===== config.mk =====
export PLATFORM = sky130hd
export DESIGN_NAME = pin_event_ctrl
export DESIGN_NICKNAME = d
export VERILOG_FILES = /design/src/rtl/pec_pkg.sv /design/src/rtl/pec_sync.sv /design/src/rtl/pec_detect.sv /design/src/rtl/pec_regs.sv /design/src/rtl/pin_event_ctrl.sv
export SDC_FILE = /design/constraint.sdc
export NUM_CORES = 1
export LEC_CHECK = 0
export ABC_AREA = 0
export BUFFER_PORTS_ARGS = -buffer_cell sky130_fd_sc_hd__buf_2
export CORE_MARGIN = 2
export CORE_UTILIZATION = 35
export CTS_CLUSTER_SIZE = 12
export DETAILED_ROUTE_END_ITERATION = 7
export GPL_ROUTABILITY_DRIVEN = 1
export HOLD_SLACK_MARGIN = 0.08
export PLACE_DENSITY = 0.58
export SLEW_MARGIN = 15
export SYNTH_ARGS = -nofsm -noshare
export SYNTH_HDL_FRONTEND = slang
export SYNTH_SLANG_ARGS = --single-unit

===== constraint.sdc =====
create_clock -name clk -period 3.6 [get_ports clk]
set_input_delay 0.36 -clock clk [delete_from_list [all_inputs] [get_ports clk]]
set_output_delay 0.36 -clock clk [all_outputs]
set_load 0.01 [all_outputs]

===== src/rtl/pec_pkg.sv =====
package pec_pkg;

  typedef enum logic [2:0] {
    TRIG_FALL = 3'd0,
    TRIG_RISE = 3'd1,
    TRIG_LOW  = 3'd2,
    TRIG_HIGH = 3'd3,
    TRIG_BOTH = 3'd4
  } trig_e;

  localparam logic [3:0] RG_ENABLE = 4'h0;
  localparam logic [3:0] RG_STATUS = 4'h1;
  localparam logic [3:0] RG_VIEW   = 4'h2;
  localparam logic [3:0] RG_ACK    = 4'h3;
  localparam logic [3:0] RG_MSET   = 4'h4;
  localparam logic [3:0] RG_MCLR   = 4'h5;
  localparam logic [3:0] RG_OUT    = 4'h6;
  localparam logic [3:0] RG_IN     = 4'h7;
  localparam logic [3:0] RG_DIR    = 4'h8;
  localparam logic [3:0] RG_TRIG0  = 4'h9;
  localparam logic [3:0] RG_TRIG1  = 4'hA;
  localparam logic [3:0] RG_SRST   = 4'hF;

  localparam int FIELD_W       = 4;
  localparam int PINS_PER_WORD = 8;

endpackage


===== src/rtl/pec_sync.sv =====
module pec_sync #(
  parameter int W = 12
) (
  input  logic         clk,
  input  logic         rst_n,
  input  logic [W-1:0] async_i,
  output logic [W-1:0] sync_o
);

  logic [W-1:0] meta_q;
  logic [W-1:0] sync_q;

  always_ff @(posedge clk or negedge rst_n) begin
    if (!rst_n) begin
      meta_q <= '0;
      sync_q <= '0;
    end else begin
      meta_q <= async_i;
      sync_q <= meta_q;
    end
  end

  assign sync_o = sync_q;

endmodule


===== src/rtl/pec_detect.sv =====
module pec_detect
  import pec_pkg::*;
(
  input  logic       clk,
  input  logic       rst_n,
  input  logic       blk_rst,
  input  logic       lvl_i,
  input  logic       en_i,
  input  logic       ack_i,
  input  logic [2:0] trig_i,
  output logic       pend_o
);

  logic prev_q;
  logic pend_q;
  logic pend_d;
  logic hit;
  logic rise;
  logic fall;

  always_comb begin
    rise = lvl_i & ~prev_q;
    fall = ~lvl_i & prev_q;
    case (trig_i)
      TRIG_FALL: hit = fall;
      TRIG_RISE: hit = rise;
      TRIG_LOW:  hit = ~lvl_i;
      TRIG_HIGH: hit = lvl_i;
      TRIG_BOTH: hit = rise | fall;
      default:   hit = 1'b0;
    endcase
    if (blk_rst) pend_d = 1'b0;
    else         pend_d = (pend_q & ~ack_i) | (hit & en_i);
  end

  always_ff @(posedge clk or negedge rst_n) begin
    if (!rst_n) begin
      prev_q <= 1'b0;
      pend_q <= 1'b0;
    end else begin
      prev_q <= lvl_i;
      pend_q <= pend_d;
    end
  end

  assign pend_o = pend_q;

  // a disabled pin never gains a pending bit
  a_r8_enable_gate: assert property (@(posedge clk) disable iff (!rst_n)
    (!en_i && !pend_q) |=> !pend_q);

  // pending stays until acknowledged or block reset
  a_r10_hold_until_ack: assert property (@(posedge clk) disable iff (!rst_n)
    (!blk_rst && pend_q && !ack_i) |=> pend_q);

  // level high with enable present is pending next cycle, even if acked
  a_r7_level_high_sets: assert property (@(posedge clk) disable iff (!rst_n)
    (!blk_rst && en_i && trig_i == TRIG_HIGH && lvl_i) |=> pend_q);

endmodule


===== src/rtl/pec_regs.sv =====
module pec_regs
  import pec_pkg::*;
#(
  parameter int NPINS = 12
) (
  input  logic                  clk,
  input  logic                  rst_n,
  input  logic                  cs_i,
  input  logic                  we_i,
  input  logic [5:0]            addr_i,
  input  logic [31:0]           wdata_i,
  input  logic [NPINS-1:0]      pend_i,
  input  logic [NPINS-1:0]      lvl_i,
  output logic [NPINS-1:0]      en_o,
  output logic [NPINS-1:0]      mask_o,
  output logic [NPINS-1:0]      dir_o,
  output logic [NPINS-1:0]      out_o,
  output logic [NPINS-1:0][2:0] trig_o,
  output logic [NPINS-1:0]      ack_o,
  output logic                  blk_rst_o,
  output logic [31:0]           rdata_o
);

  localparam int TW = 3;

  logic [3:0]       idx;
  logic             wr;
  logic [NPINS-1:0] wpins;

  logic [NPINS-1:0] en_q, en_d, mask_q, mask_d, dir_q, dir_d, out_q, out_d;
  logic             en_ld, mask_ld, dir_ld, out_ld, trig_ld;
  logic [TW-1:0]    trig_q [NPINS];
  logic [TW-1:0]    trig_d [NPINS];
  logic             srst_q, srst_d, srst_ld;

  wire  [TW-1:0]    trig_src [NPINS];
  wire  [NPINS-1:0] trig_hit;
  wire  [31:0]      t0_part [NPINS];
  wire  [31:0]      t1_part [NPINS];
  logic [31:0]      t0_rd, t1_rd;

  logic unused_bus;
  assign unused_bus = ^{wdata_i, addr_i[1:0]};

  assign idx   = addr_i[5:2];
  assign wr    = cs_i & we_i;
  assign wpins = wdata_i[NPINS-1:0];

  for (genvar P = 0; P < NPINS; P++) begin : g_field
    if (P < PINS_PER_WORD) begin : g_lo
      assign trig_src[P] = wdata_i[FIELD_W*P +: TW];
      assign trig_hit[P] = wr && (idx == RG_TRIG0);
      assign t0_part[P]  = 32'(trig_q[P]) << (FIELD_W*P);
      assign t1_part[P]  = '0;
    end else begin : g_hi
      assign trig_src[P] = wdata_i[FIELD_W*(P-PINS_PER_WORD) +: TW];
      assign trig_hit[P] = wr && (idx == RG_TRIG1);
      assign t0_part[P]  = '0;
      assign t1_part[P]  = 32'(trig_q[P]) << (FIELD_W*(P-PINS_PER_WORD));
    end
  end

  // next state and load enables
  always_comb begin
    en_ld   = srst_q | (wr && idx == RG_ENABLE);
    mask_ld = srst_q | (wr && (idx == RG_MSET || idx == RG_MCLR));
    dir_ld  = srst_q | (wr && idx == RG_DIR);
    out_ld  = srst_q | (wr && idx == RG_OUT);
    trig_ld = srst_q | (|trig_hit);
    srst_ld = wr && idx == RG_SRST;

    en_d   = srst_q ? '0 : wpins;
    dir_d  = srst_q ? '0 : wpins;
    out_d  = srst_q ? '0 : wpins;
    mask_d = mask_q;
    if (srst_q)              mask_d = '0;
    else if (idx == RG_MSET) mask_d = mask_q | wpins;
    else                     mask_d = mask_q & ~wpins;
    for (int p = 0; p < NPINS; p++) begin
      if (srst_q)           trig_d[p] = '0;
      else if (trig_hit[p]) trig_d[p] = trig_src[p];
      else                  trig_d[p] = trig_q[p];
    end
    srst_d = wdata_i[0];
  end

  always_ff @(posedge clk or negedge rst_n) begin
    if (!rst_n) begin
      en_q   <= '0;
      mask_q <= '0;
      dir_q  <= '0;
      out_q  <= '0;
      srst_q <= 1'b0;
      for (int p = 0; p < NPINS; p++) trig_q[p] <= '0;
    end else begin
      if (en_ld)   en_q   <= en_d;
      if (mask_ld) mask_q <= mask_d;
      if (dir_ld)  dir_q  <= dir_d;
      if (out_ld)  out_q  <= out_d;
      if (srst_ld) srst_q <= srst_d;
      if (trig_ld) for (int p = 0; p < NPINS; p++) trig_q[p] <= trig_d[p];
    end
  end

  // read mux
  always_comb begin
    t0_rd = '0;
    t1_rd = '0;
    for (int p = 0; p < NPINS; p++) begin
      t0_rd = t0_rd | t0_part[p];
      t1_rd = t1_rd | t1_part[p];
    end
    case (idx)
      RG_ENABLE: rdata_o = 32'(en_q);
      RG_STATUS: rdata_o = 32'(pend_i);
      RG_VIEW:   rdata_o = 32'(pend_i & ~mask_q);
      RG_MSET:   rdata_o = 32'(mask_q);
      RG_MCLR:   rdata_o = 32'(mask_q);
      RG_OUT:    rdata_o = 32'(out_q);
      RG_IN:     rdata_o = 32'(lvl_i);
      RG_DIR:    rdata_o = 32'(dir_q);
      RG_TRIG0:  rdata_o = t0_rd;
      RG_TRIG1:  rdata_o = t1_rd;
      RG_SRST:   rdata_o = {31'b0, srst_q};
      default:   rdata_o = '0;
    endcase
  end

  always_comb begin
    for (int p = 0; p < NPINS; p++) trig_o[p] = trig_q[p];
  end

  assign en_o      = en_q;
  assign mask_o    = mask_q;
  assign dir_o     = dir_q;
  assign out_o     = out_q;
  assign blk_rst_o = srst_q;
  assign ack_o     = (wr && idx == RG_ACK && !srst_q) ? wpins : '0;

  // ones written to mask-set are masked on the next cycle
  a_r9_mask_set: assert property (@(posedge clk) disable iff (!rst_n)
    (wr && idx == RG_MSET && !srst_q) |=>
      ((mask_q & $past(wpins)) == $past(wpins)));

  // soft reset holds configuration at defaults
  a_r11_soft_reset: assert property (@(posedge clk) disable iff (!rst_n)
    srst_q |=> (en_q == '0 && mask_q == '0 && dir_q == '0 && out_q == '0));

  // direction word never shows bits above the pin count
  a_r12_upper_zero: assert property (@(posedge clk) disable iff (!rst_n)
    (cs_i && !we_i && idx == RG_DIR) |-> (rdata_o[31:NPINS] == '0));

endmodule


===== src/rtl/pin_event_ctrl.sv =====
module pin_event_ctrl
  import pec_pkg::*;
#(
  parameter int NPINS = 12
) (
  input  logic             clk,
  input  logic             rst_n,
  input  logic             bus_cs,
  input  logic             bus_we,
  input  logic [5:0]       bus_addr,
  input  logic [31:0]      bus_wdata,
  output logic [31:0]      bus_rdata,
  input  logic [NPINS-1:0] pin_in,
  output logic [NPINS-1:0] pin_out,
  output logic [NPINS-1:0] pin_oe,
  output logic             irq
);

  logic             rst_meta_q, rst_sync_n;
  logic [NPINS-1:0] lvl, pend, en, mask, dir, outv, ack;
  logic [NPINS-1:0][2:0] trig;
  logic             blk_rst;

  always_ff @(posedge clk or negedge rst_n) begin
    if (!rst_n) begin
      rst_meta_q <= 1'b0;
      rst_sync_n <= 1'b0;
    end else begin
      rst_meta_q <= 1'b1;
      rst_sync_n <= rst_meta_q;
    end
  end

  pec_sync #(.W(NPINS)) u_sync (
    .clk     (clk),
    .rst_n   (rst_sync_n),
    .async_i (pin_in),
    .sync_o  (lvl)
  );

  pec_regs #(.NPINS(NPINS)) u_regs (
    .clk       (clk),
    .rst_n     (rst_sync_n),
    .cs_i      (bus_cs),
    .we_i      (bus_we),
    .addr_i    (bus_addr),
    .wdata_i   (bus_wdata),
    .pend_i    (pend),
    .lvl_i     (lvl),
    .en_o      (en),
    .mask_o    (mask),
    .dir_o     (dir),
    .out_o     (outv),
    .trig_o    (trig),
    .ack_o     (ack),
    .blk_rst_o (blk_rst),
    .rdata_o   (bus_rdata)
  );

  for (genvar P = 0; P < NPINS; P++) begin : g_det
    pec_detect u_det (
      .clk     (clk),
      .rst_n   (rst_sync_n),
      .blk_rst (blk_rst),
      .lvl_i   (lvl[P]),
      .en_i    (en[P]),
      .ack_i   (ack[P]),
      .trig_i  (trig[P]),
      .pend_o  (pend[P])
    );
  end

  assign pin_out = outv;
  assign pin_oe  = dir;
  assign irq     = |(pend & ~mask);

  // soft reset clears every pending bit by the next cycle
  a_r11_pend_cleared: assert property (@(posedge clk) disable iff (!rst_sync_n)
    blk_rst |=> (pend == '0));

endmodule


-- Yosys cells after proc, flatten, opt, wreduce, memory -nomap -nowiden
Cells that the tools add are included.
W data, S select, Z words.
- equal/unequal tests: 59
- multiplexer cells: 53
- bitwise logic cells: 131
- reduce and logical (&&, ||, !) cells: 31
- operator list (kind ; number):
    $pmux W32 S10 ; 1
    $eq A3 B2 Y1 const B ; 24
    $mux W3 ; 24
    $or A32 B11 Y32 ; 2
    $or A32 B15 Y32 ; 2
    $pmux W1 S5 ; 12
    $and A1 B1 Y1 ; 49
    $mux W12 ; 4
    $eq A3 B1 Y1 const B ; 12
    $eq A3 B3 Y1 const B ; 12
    $logic_not A3 Y1 ; 12
    $not A1 Y1 ; 36
    $and A12 B32 Y32 ; 1
    $not A12 Y32 ; 1
    $or A32 B19 Y32 ; 1
    $or A32 B23 Y32 ; 1
    $or A32 B27 Y32 ; 1
    $or A32 B31 Y32 ; 1
    $or A1 B1 Y1 ; 29
    $and A12 B12 Y12 ; 2
    $not A12 Y12 ; 2
    $eq A4 B3 Y1 const B ; 4
    $eq A4 B4 Y1 const B ; 4
    $or A3 B7 Y7 ; 2
    other kinds (12) ; 35
- register bits: 135
- bits of input ports: 54
- output and inout bits: 57
- word-level logic and storage cells: 319

-- Longest topological paths before layout
Gate-level depths: netlist (run 1).
- word-level depth: 8
- gate-level depth with buffers: 8

-- Modules after synthesis
From an unflattened synthesis (run 1), not the netlist that was laid out.
- cells, all modules: 752
- area, all modules: 7355.8 µm²
- modules (own cells, without submodules) (module ; times used ; cells an instance ; area an instance (µm²) ; seq. area each (µm²)):
    pec_regs ; 1 ; 529 ; 4729.5 ; 2127.0
    pec_detect ; 12 ; 15 ; 152.6 ; 50.0
    pec_sync ; 1 ; 24 ; 600.6 ; 600.6
    pin_event_ctrl ; 1 ; 19 ; 193.9 ; 50.0

-- Worst setup path before layout (run 1)
Ideal clock, no wire load.
- kind: input -> output
- from: input port bus_addr[5]
- to: output port bus_rdata[4]
- arrival time: 1466 ps
- data required time: 3240 ps
- path slack: 1774 ps
- cell stages on the path: 5
- path through: buf_4 > and4bb_2 > clkbuf_1 > a222oi_1 > nand4_1
- cells in the longest elaborated chain, start to end: 3
- RTL lines (element ; RTL line ; text):
    from (decl) ; pin_event_ctrl.sv:10 ; input logic [5:0] bus_addr,
    $eq A4 B3 Y1 ; pec_regs.sv:113 ; case (idx)
    $reduce_or A2 Y1 (no line) ; -- ;
    $pmux W32 S10 * ; pec_regs.sv:113 ;
    to (decl) ; pin_event_ctrl.sv:12 ; output logic [31:0] bus_rdata,
Every way passes the cells marked *; elsewhere a longest branch is shown, timed or not.

-- Worst setup path after layout (run 1)
- from: input port bus_addr[2]
- to: output port bus_rdata[4]
Same word-level chain as after synthesis.

==> implementation parameters, run 1 <==
Parameter                              Value

Status
  Status    completed

CTS
  Number of clock sinks seen by CTS    135
  Clock insertion delay at the later pin of the skew report    0.43 ns
  Clock slew at the register clock pins of the worst setup and hold paths    0.06 ns
  H-Tree Level Count    4
  CTS Buf Count    17
  Longest Clk Path Bufs    2
  Root buffer selected by CTS    sky130_fd_sc_hd__clkbuf_16
  TritonCTS clock tree    built
  Post CTS Setup Buffer Count    0

Global routing
  First-pass GRT wire length    31.7 mm
  Antenna violations before repair    0
  Maximum number of pins on one net before global-route repair    52
  Number of global-route vias before repair    5609
  Grt ovf    0
  Overall global routing resource usage    0.203

Floorplanning
  Horizontal extent of the die    144 um
  Core Footprint    0.0193 mm2
  Initial Util    0.354
  I/O pin total    111
  Rows    51
  Height of the die    144 um
  Die area    0.0206 mm2

Logic synthesis
  Fraction of registers with async set/reset    1.00
  Post-Synthesis Cells    733
  Predominant post-synthesis flop cell    sky130_fd_sc_hd__dfrtp_1
  #FFs+latches synth    135
  Synth unique cells    45
  Total of warnings raised by yosys    0
  Post-synthesis cell area    0.00682 mm2
  Part of the Yosys area used for sequential elements    0.495
  Post-synth EDFFs    0
  Average instance area after synthesis    9.30 um2

Finish
  Post-synthesis to final-layout area growth    21.0%
  Number of nets in the finished design    898
  Layout fillers    1968
  Final cell utilization of the core    0.428
  Post-route non-filler standard cell count    1098
  Share of post-route cells with drive strength above 1    0.185
  Ant diodes    0

Setup path
  Largest fanout on the critical path    25
  Start-to-end type of the worst setup path    input port to output port
  Worst EP arrival    2.15 ns
  Data required, critical path    3.24 ns
  Critical Path Start Type    input port
  Register-to-Register Path Depth    4
  Type of destination of the critical path    output port
  Worst r2r src    u_regs.blk_rst_o
  Reg2Reg Setup Slack    1.63 ns
  Capture point of the worst reg-to-reg path    g_det[7].u_det.pend_o

Timing
  Peak Freq    398 MHz
  Transition time at the pin with the least slew margin    0.868 ns
  Final setup TNS    0 ns
  Clock skew after layout    0.00411 ns
  Post-route fraction of the period consumed by the critical path    0.698
  Final number of max-transition violations    0
  Setup repair after global routing missed its margin    no
  Relative max-transition margin    0.421
  Final hold violations    0
  Clock period minus final worst setup slack    2.51 ns
  Count of final setup violators    0

Flow run
  Max_cap viols    0

Place
  Port Buffers    98
  HPWL after detailed placement    13.6 mm
  Total instance count after detailed placement    1053
  Gpl congestion    0.825

Power and ir drop
  Pwr/cell area    450 mW/mm2
  Static leakage    3.75 nW
  Max VDD drop    0.000351 V

Detailed routing
  Number of vias per cell after detailed routing    5.28
  Via total after detailed routing    5792
  First-pass iteration count of the detailed router    5
  Number of nets with antenna violations after detailed routing    0
  Wire length reported by the detailed router    20.2 mm
  DRC    0
  Drt wl/cell    18.4 um
  Iteration-0 DRC count of the detailed router    467

Worst hold path
  Hold Crit Class    input port to register
  Worst-case hold path end point    u_regs.trig_o[22]
  Min-Delay Startpoint    bus_wdata[29]
  Worst hold path stage count    3
==> state kept, by name (all words and copies together), names as in the netlist <==
signal / count
u_regs.trig_o: 36
g_det.u_det.pend_o: 12
g_det.u_det.prev_q: 12
u_regs.dir_o: 12
u_regs.en_o: 12
u_regs.mask_o: 12
u_regs.out_o: 12
u_sync.meta_q: 12
u_sync.sync_o: 12
rst_meta_q: 1
rst_sync_n: 1
u_regs.blk_rst_o: 1
==> synth_stat cells (2+ instances only) <==
cell	n	area share
sky130_fd_sc_hd__nand2_1	153	0.084
sky130_fd_sc_hd__dfrtp_1	135	0.50
sky130_fd_sc_hd__a21oi_1	96	0.070
sky130_fd_sc_hd__inv_1	44	0.024
sky130_fd_sc_hd__clkbuf_1	30	0.017
sky130_fd_sc_hd__ha_1	24	0.044
sky130_fd_sc_hd__a22oi_1	23	0.025
sky130_fd_sc_hd__buf_2	22	0.016
sky130_fd_sc_hd__mux2i_1	15	0.022
sky130_fd_sc_hd__nor3_1	13	0.0095
sky130_fd_sc_hd__nor4b_1	13	0.017
sky130_fd_sc_hd__a311oi_1	12	0.015
sky130_fd_sc_hd__and2_1	12	0.011
sky130_fd_sc_hd__nor3b_1	12	0.013
sky130_fd_sc_hd__o21ai_0	12	0.0088
sky130_fd_sc_hd__a222oi_1	11	0.016
sky130_fd_sc_hd__nor2_1	11	0.0061
sky130_fd_sc_hd__o31ai_1	11	0.012
sky130_fd_sc_hd__xor2_1	11	0.014
sky130_fd_sc_hd__nand3_1	9	0.0066
sky130_fd_sc_hd__buf_4	8	0.0088
sky130_fd_sc_hd__nand4_1	8	0.0073
sky130_fd_sc_hd__o21ai_1	8	0.0059
sky130_fd_sc_hd__and3_1	7	0.0064
sky130_fd_sc_hd__nor2b_1	5	0.0046
sky130_fd_sc_hd__a22o_1	3	0.0039
sky130_fd_sc_hd__o22ai_1	3	0.0028
sky130_fd_sc_hd__and4bb_2	2	0.0037
sky130_fd_sc_hd__conb_1	2	0.0011
sky130_fd_sc_hd__nor4b_2	2	0.0044
sky130_fd_sc_hd__or3_1	2	0.0018
==> layout make-up <==
type | instances | area [um2] | area share
Sequential cell | 135 | 3380 | 0.410
Multi-Input combinational cell | 497 | 3000 | 0.364
Timing Repair Buffer | 125 | 738 | 0.0895
Clock buffer | 19 | 453 | 0.0549
Tap cell | 265 | 332 | 0.0402
Clock inverter | 13 | 176 | 0.0214
Inverter | 44 | 165 | 0.0200
==> worst max-delay path, stage by stage <==
cell	delay [ns]
sky130_fd_sc_hd__buf_2	0.46
sky130_fd_sc_hd__and4bb_2	0.44
sky130_fd_sc_hd__a222oi_1	0.49
sky130_fd_sc_hd__nand4_1	0.20
sky130_fd_sc_hd__buf_2	0.19
==> through the flow <==
stage / cell area [um2] / setup WS (ns) / power [mW] / hold WS, ns
3_3_place_gp: 7490 / 1.09 / 1.87 / 0.147
4_1_cts: 8250 / 1.09 / 3.74 / 0.155
2_1_floorplan: 6840 / 1.36 / 1.77 / 0.0644
6_report: 8250 / 1.09 / 3.71 / 0.163
3_5_place_dp: 7490 / 1.09 / 1.87 / 0.150
5_1_grt: 8250 / 0.962 / 3.84 / 0.159
==> cell families (layout without fill, tap and decap cells) <==
family / after synthesis / after routing / share of synthesized area
and+or+nand+nor: 255 / 255 / 0.186
AOI/OAI and AO/OA: 186 / 186 / 0.170
DFF: 135 / 135 / 0.495
buffers and inverters: 105 / 201 / 0.0673
adders and majority gates: 24 / 24 / 0.0440
muxes: 15 / 15 / 0.0220
xor gates and xnor gates: 11 / 11 / 0.0141
other: 2 / 6 / 0.00110
==> cells in the final DEF (no fill, tap or decap), types with 3 or more instances in the layout <==
cell	instances
sky130_fd_sc_hd__a311oi_1	12
sky130_fd_sc_hd__dlygate4sd3_1	13
sky130_fd_sc_hd__mux2i_1	15
sky130_fd_sc_hd__nand2_1	153
sky130_fd_sc_hd__o31ai_1	11
sky130_fd_sc_hd__and2_1	12
sky130_fd_sc_hd__and3_1	7
sky130_fd_sc_hd__o21ai_0	12
sky130_fd_sc_hd__dfrtp_1	133
sky130_fd_sc_hd__clkinv_2	5
sky130_fd_sc_hd__buf_2	98
sky130_fd_sc_hd__conb_1	6
sky130_fd_sc_hd__a222oi_1	11
sky130_fd_sc_hd__inv_1	44
sky130_fd_sc_hd__nor3_1	13
sky130_fd_sc_hd__a22oi_1	23
sky130_fd_sc_hd__nor4b_1	12
sky130_fd_sc_hd__bufinv_16	4
sky130_fd_sc_hd__clkinvlp_4	3
sky130_fd_sc_hd__xor2_1	11
sky130_fd_sc_hd__nand3_1	9
sky130_fd_sc_hd__clkbuf_16	17
sky130_fd_sc_hd__nor4b_2	3
sky130_fd_sc_hd__a21oi_1	96
sky130_fd_sc_hd__nand4_1	8
sky130_fd_sc_hd__a22o_1	3
sky130_fd_sc_hd__nor2b_1	5
sky130_fd_sc_hd__nor3b_1	12
sky130_fd_sc_hd__ha_1	24
sky130_fd_sc_hd__o21ai_1	8
sky130_fd_sc_hd__nor2_1	11
sky130_fd_sc_hd__buf_4	13
sky130_fd_sc_hd__o22ai_1	3
==> power by group <==
group / total [mW] / internal [mW] / switching [mW]
logic: 0.274 / 0.0779 / 0.196
clock network: 1.85 / 1.19 / 0.664
registers: 1.58 / 1.55 / 0.0356
total: 3.71 / 2.82 / 0.896
==> per-layer routing <==
| layer | GRT usage | vias to the layer above | wire (um) |
|---|---|---|---|
| li1 | - | 2723 | - |
| met1 | 0.286 | 2855 | 9090 |
| met2 | 0.316 | 182 | 9460 |
| met3 | 0.0423 | 32 | 1280 |
| met4 | 0.0619 | 0 | 384 |
| met5 | 0 | - | 0 |
==> worst max path at each step <==
stage                      startpoint                    end  slack [ns]  cells past startpoint
after detailed placement  bus_addr[2]        u_regs.out_o[7]        1.09                      5
after global routing      bus_addr[2]           bus_rdata[4]        0.96                      5
after global placement    bus_addr[2]        u_regs.out_o[7]        1.09                      5
after floorplan            rst_sync_n  g_det[0].u_det.pend_o        1.36                      0
after CTS                 bus_addr[2]           bus_rdata[4]        1.09                      5
final                     bus_addr[2]           bus_rdata[4]        1.09                      5
==> timing repair <==
item	4_1_cts	5_1_grt
resized for setup	0	0
hold buffers	13	0
endpoints found under the hold margin	14	0
Power figures use the tool's default switching activity.
==> run 2, diff against run 1 <==
clock period = 2.3 ns   (was 3.6 ns; I/O delays follow)
==> implementation parameters, run 2 (synthesized netlist as in run 1, its figures left out) <==
Parameter                              Value

Status
  Status    completed

Setup path
  Delay-heaviest family, CP    simple AND/OR/NAND/NOR gates
  Critical Path Slowest Stage Cell    sky130_fd_sc_hd__or4b_1
  Critical Path Start Type    input port
  Start-to-end type of the worst setup path    input port to output port
  Reg2Reg Setup Slack    0.47 ns
  Worst EP arrival    1.87 ns
  Data required, critical path    2.07 ns
  Register-to-Register Path Depth    5
  Top cell by count, worst path    sky130_fd_sc_hd__buf_2
  Largest fanout on the critical path    13
  Largest stage delay, worst path    0.71 ns
  Chain of cells forming the critical path    buf_2 -> buf_4 -> or4b_1 -> nor2_1 -> o21ai_0 -> nand3_1 -> buf_2
  Capture point of the worst reg-to-reg path    g_det[2].u_det.pend_o
  Buffers and inverters on the worst path    3
  Type of destination of the critical path    output port
  Number of cells on the critical path    7
  Worst r2r src    u_regs.blk_rst_o

Timing
  Clock skew after layout    0.00513 ns
  Slack of the critical path    0.205 ns
  Count of final setup violators    0
  Clock period minus final worst setup slack    2.10 ns
  Final number of max-transition violations    0
  Final setup TNS    0 ns
  Final hold violations    0
  Relative max-transition margin    0.499
  Post-route fraction of the period consumed by the critical path    0.911
  Peak Freq    477 MHz
  Setup repair after global routing missed its margin    no
  Transition time at the pin with the least slew margin    0.750 ns

Detailed routing
  Number of vias per cell after detailed routing    5.28
  DRC    0
  Met3 WL post-DR    1.61 mm
  First-pass iteration count of the detailed router    7
  Number of nets with antenna violations after detailed routing    0
  Iteration-0 DRC count of the detailed router    627
  Drt wl/cell    18.5 um
  Routed met2 length    9.66 mm
  Routed length on met1    9.22 mm
  Top layer in use    met4
  Wire length reported by the detailed router    21.0 mm
  Via total after detailed routing    6004

CTS
  Longest Clk Path Bufs    2
  TritonCTS clock tree    built
  H-Tree Level Count    4
  Resize count post-CTS    0
  Post CTS Setup Buffer Count    0
  CTS Buf Count    17
  Root buffer selected by CTS    sky130_fd_sc_hd__clkbuf_16
  Clock slew at the register clock pins of the worst setup and hold paths    0.05 ns
  Post-CTS Hold Buffers    29
  Clock insertion delay at the later pin of the skew report    0.42 ns
  Number of clock sinks seen by CTS    135

Floorplanning
  Die area    0.0206 mm2
  I/O pin total    111
  Rows    51
  Core Footprint    0.0193 mm2
  Horizontal extent of the die    144 um
  Initial Util    0.354
  Height of the die    144 um

Power and ir drop
  Pwr/cell area    694 mW/mm2
  Static leakage    3.96 nW
  Max VDD drop    0.000503 V

Finish
  Commonest cells after routing, fill and taps aside    153 x sky130_fd_sc_hd__nand2_1, 133 x sky130_fd_sc_hd__dfrtp_1, 98 x sky130_fd_sc_hd__buf_2
  Layout fillers    1938
  Multi-input combinational cell area    0.00300 mm2
  Most common cell after layout, fill and taps aside    sky130_fd_sc_hd__nand2_1
  Post-synthesis to final-layout area growth    26.7%
  Number of nets in the finished design    937
  Footprint of the flip-flops and latches    0.00338 mm2
  Share of post-route cells with drive strength above 1    0.198
  Ant diodes    0
  Number of flip-flops in the largest register    36

Global routing
  Number of global-route vias before repair    5719
  Overall global routing resource usage    0.208
  Antenna violations before repair    0
  Maximum number of pins on one net before global-route repair    57
  Grt ovf    0
  First-pass GRT wire length    32.3 mm

Worst hold path
  Hold Crit Class    input port to asynchronous set/reset pin

Place
  Pre-CTS setup slack    0.244 ns
  HPWL after detailed placement    14.1 mm
  Port Buffers    98
  Gpl congestion    0.855

Flow run
  Max_cap viols    0
==> run 2: per-stage QoR <==
step | hold slack (ns) | power [mW] | cells | utilization | instance area, um2
global placement | 0.0161 | 2.95 | 1076 | 0.399 | 7690
floorplan | -0.0656 | 2.77 | 737 | - | 6840
finish | 0.116 | 5.99 | 1137 | 0.448 | 8640
global route | 0.112 | 6.20 | 1137 | 0.448 | 8640
CTS | 0.0965 | 6.04 | 1137 | 0.448 | 8640
detailed placement | 0.0174 | 2.95 | 1076 | 0.399 | 7690
==> run 2: cell type report <==
| class | count | area share |
|---|---|---|
| flip-flops and latches | 135 | 0.392 |
| multi-input cells | 497 | 0.348 |
| repair buffers | 164 | 0.127 |
| clock buffers | 25 | 0.0574 |
| well taps | 265 | 0.0384 |
| inverters | 44 | 0.0191 |
| clock inverters | 7 | 0.0190 |
==> run 2: worst max path at each step <==
| stage | start | end | slack (ns) |
|---|---|---|---|
| 2_1_floorplan | rst_sync_n | g_det[0].u_det.pend_o | 0.06 |
| 3_5_place_dp | bus_addr[2] | bus_rdata[7] | 0.24 |
| 6_report | bus_addr[2] | bus_rdata[7] | 0.20 |
| 4_1_cts | bus_addr[2] | bus_rdata[7] | 0.23 |
| 5_1_grt | bus_addr[2] | bus_rdata[5] | 0.12 |
| 3_3_place_gp | bus_addr[2] | bus_rdata[1] | 0.25 |
==> run 2: power breakdown <==
part	switching [mW]	total [mW]	internal, mW
Combinational	0.318	0.468	0.150
Clock	1.00	3.05	2.04
Sequential	0.0558	2.48	2.42
==> run 2: metal layers <==
metal | global-route usage | up-vias
met1 | 0.292 | 2937
met5 | 0 | -
met2 | 0.320 | 225
met3 | 0.0363 | 39
met4 | 0.0800 | 0
li1 | - | 2803
==> run 3, diff against run 2 <==
BUFFER_PORTS_ARGS = default   (was -buffer_cell sky130_fd_sc_hd__buf_2)
DONT_BUFFER_PORTS = 1   (was default)
PLACE_DENSITY = 0.53   (was 0.58)
RECOVER_POWER = 25   (was default)
==> implementation parameters, run 3 (synthesized netlist as in run 1, its figures left out) <==
Parameter                              Value

CTS
  Post CTS Setup Buffer Count    0
  CTS Buf Count    17
  Resize count post-CTS    0
  Longest Clk Path Bufs    2
  Root buffer selected by CTS    sky130_fd_sc_hd__clkbuf_16
  H-Tree Level Count    4
  Clock insertion delay at the later pin of the skew report    0.43 ns
  Clock slew at the register clock pins of the worst setup and hold paths    0.06 ns
  TritonCTS clock tree    built
  Number of clock sinks seen by CTS    135

Power and ir drop
  Total design power    5.59 mW
  Static leakage    3.55 nW
  Pwr/cell area    677 mW/mm2
  Max VDD drop    0.000532 V

Global routing
  Maximum number of pins on one net before global-route repair    85
  Number of global-route vias before repair    5743
  Antenna violations before repair    1
  First-pass GRT wire length    33.9 mm
  Overall global routing resource usage    0.221
  Grt ovf    0

Timing
  Clock skew after layout    0.00441 ns
  Count of final setup violators    0
  Final number of max-transition violations    0
  Transition time at the pin with the least slew margin    1.18 ns
  Post-route fraction of the period consumed by the critical path    0.960
  Relative max-transition margin    0.213
  Final hold violations    0
  Final setup TNS    0 ns
  Peak Freq    453 MHz
  Clock period minus final worst setup slack    2.21 ns
  Setup repair after global routing missed its margin    no

Detailed routing
  Via total after detailed routing    5828
  Iteration-0 DRC count of the detailed router    508
  Number of vias per cell after detailed routing    5.51
  DRC    0
  Wire length reported by the detailed router    21.9 mm
  Drt wl/cell    20.7 um
  First-pass iteration count of the detailed router    7
  Number of nets with antenna violations after detailed routing    0

Floorplanning
  Rows    51
  Initial Util    0.354
  Die area    0.0206 mm2
  I/O pin total    111
  Height of the die    144 um
  Horizontal extent of the die    144 um
  Core Footprint    0.0193 mm2

Setup path
  Data required, critical path    2.61 ns
  Worst EP arrival    2.51 ns
  Type of destination of the critical path    register
  Largest fanout on the critical path    84
  Critical Path Start Type    register
  Start-to-end type of the worst setup path    register to register

Finish
  Most common cell after layout, fill and taps aside    sky130_fd_sc_hd__nand2_1
  Commonest cells after routing, fill and taps aside    153 x sky130_fd_sc_hd__nand2_1, 133 x sky130_fd_sc_hd__dfrtp_1, 96 x sky130_fd_sc_hd__a21oi_1
  Layout fillers    1894
  Number of nets in the finished design    858
  Multi-input combinational cell area    0.00300 mm2
  Post-route non-filler standard cell count    1058
  Share of post-route cells with drive strength above 1    0.0846
  Footprint of the flip-flops and latches    0.00338 mm2
  Final cell utilization of the core    0.429
  Number of flip-flops in the largest register    36
  Post-synthesis to final-layout area growth    21.2%

Place
  Total instance count after detailed placement    969
  HPWL after detailed placement    14.4 mm
  Gpl congestion    0.870
  Port Buffers    0

Worst hold path
  Hold Crit Class    input port to register

Status
  Status    completed

Flow run
  Max_cap viols    0
==> run 3: repair_timing <==
item,4_1_cts,5_1_grt
setup endpoints to repair,0,0
hold buffers,57,0
hold endpoints to repair,109,0
==> run 3: layer usage <==
layer	share of wire	global-route usage	wire, um	up-vias
met1	0.43	0.301	9410	2904
met4	0.018	0.0702	401	0
met5	0	0	0	-
met2	0.46	0.339	10100	246
li1	-	-	-	2644
met3	0.092	0.0653	2020	34
==> run 3: report_power, final <==
part	leakage [nW]	internal [mW]	switching [mW]
Clock	0.282	1.66	1.03
Combinational	1.48	0.137	0.285
Sequential	1.79	2.42	0.0585
==> run 3: worst max-delay path: stages, from the launching register on <==
cell	delay [ns]
sky130_fd_sc_hd__dfrtp_2	0.35
sky130_fd_sc_hd__buf_4	0.21
sky130_fd_sc_hd__buf_4	0.76
sky130_fd_sc_hd__a311oi_1	0.10
sky130_fd_sc_hd__dlygate4sd3_1	0.62
==> run 3: layout make-up <==
cell class              count  share of cell area
clock inverters             9              0.0121
inverters                  44              0.0200
flip-flops and latches    135               0.409
multi-input cells         497               0.363
well taps                 265              0.0401
repair buffers             85              0.0975
diodes                      1            0.000303
clock buffers              22              0.0574
==> run 3: path summary, 6_finish.rpt <==
path	startpoint	end	slack [ns]	cells after the start
worst max-delay path	u_regs.blk_rst_o	u_regs.mask_o[2]	0.09	4
worst min register to register	u_sync.meta_q[5]	u_sync.sync_o[5]	0.35	0
min in group asynchronous	rst_sync_n	u_regs.trig_o[32]	0.53	0
worst min-delay path	bus_wdata[3]	g_det[3].u_det.pend_o	0.1	3
worst max register to register	u_regs.blk_rst_o	u_regs.mask_o[2]	0.09	4
max in group asynchronous	rst_sync_n	u_regs.mask_o[11]	0.92	1
==> run 3: per-stage QoR <==
step | cell area, um2 | setup slack (ns) | hold WS [ns]
6_report | 8260 | 0.0923 | 0.0971
3_5_place_dp | 7120 | 0.495 | -0.0655
3_3_place_gp | 7120 | 0.493 | -0.0655
2_1_floorplan | 6840 | 0.0551 | -0.0656
4_1_cts | 8260 | 0.0765 | 0.0822
5_1_grt | 8260 | 0.0136 | 0.0937
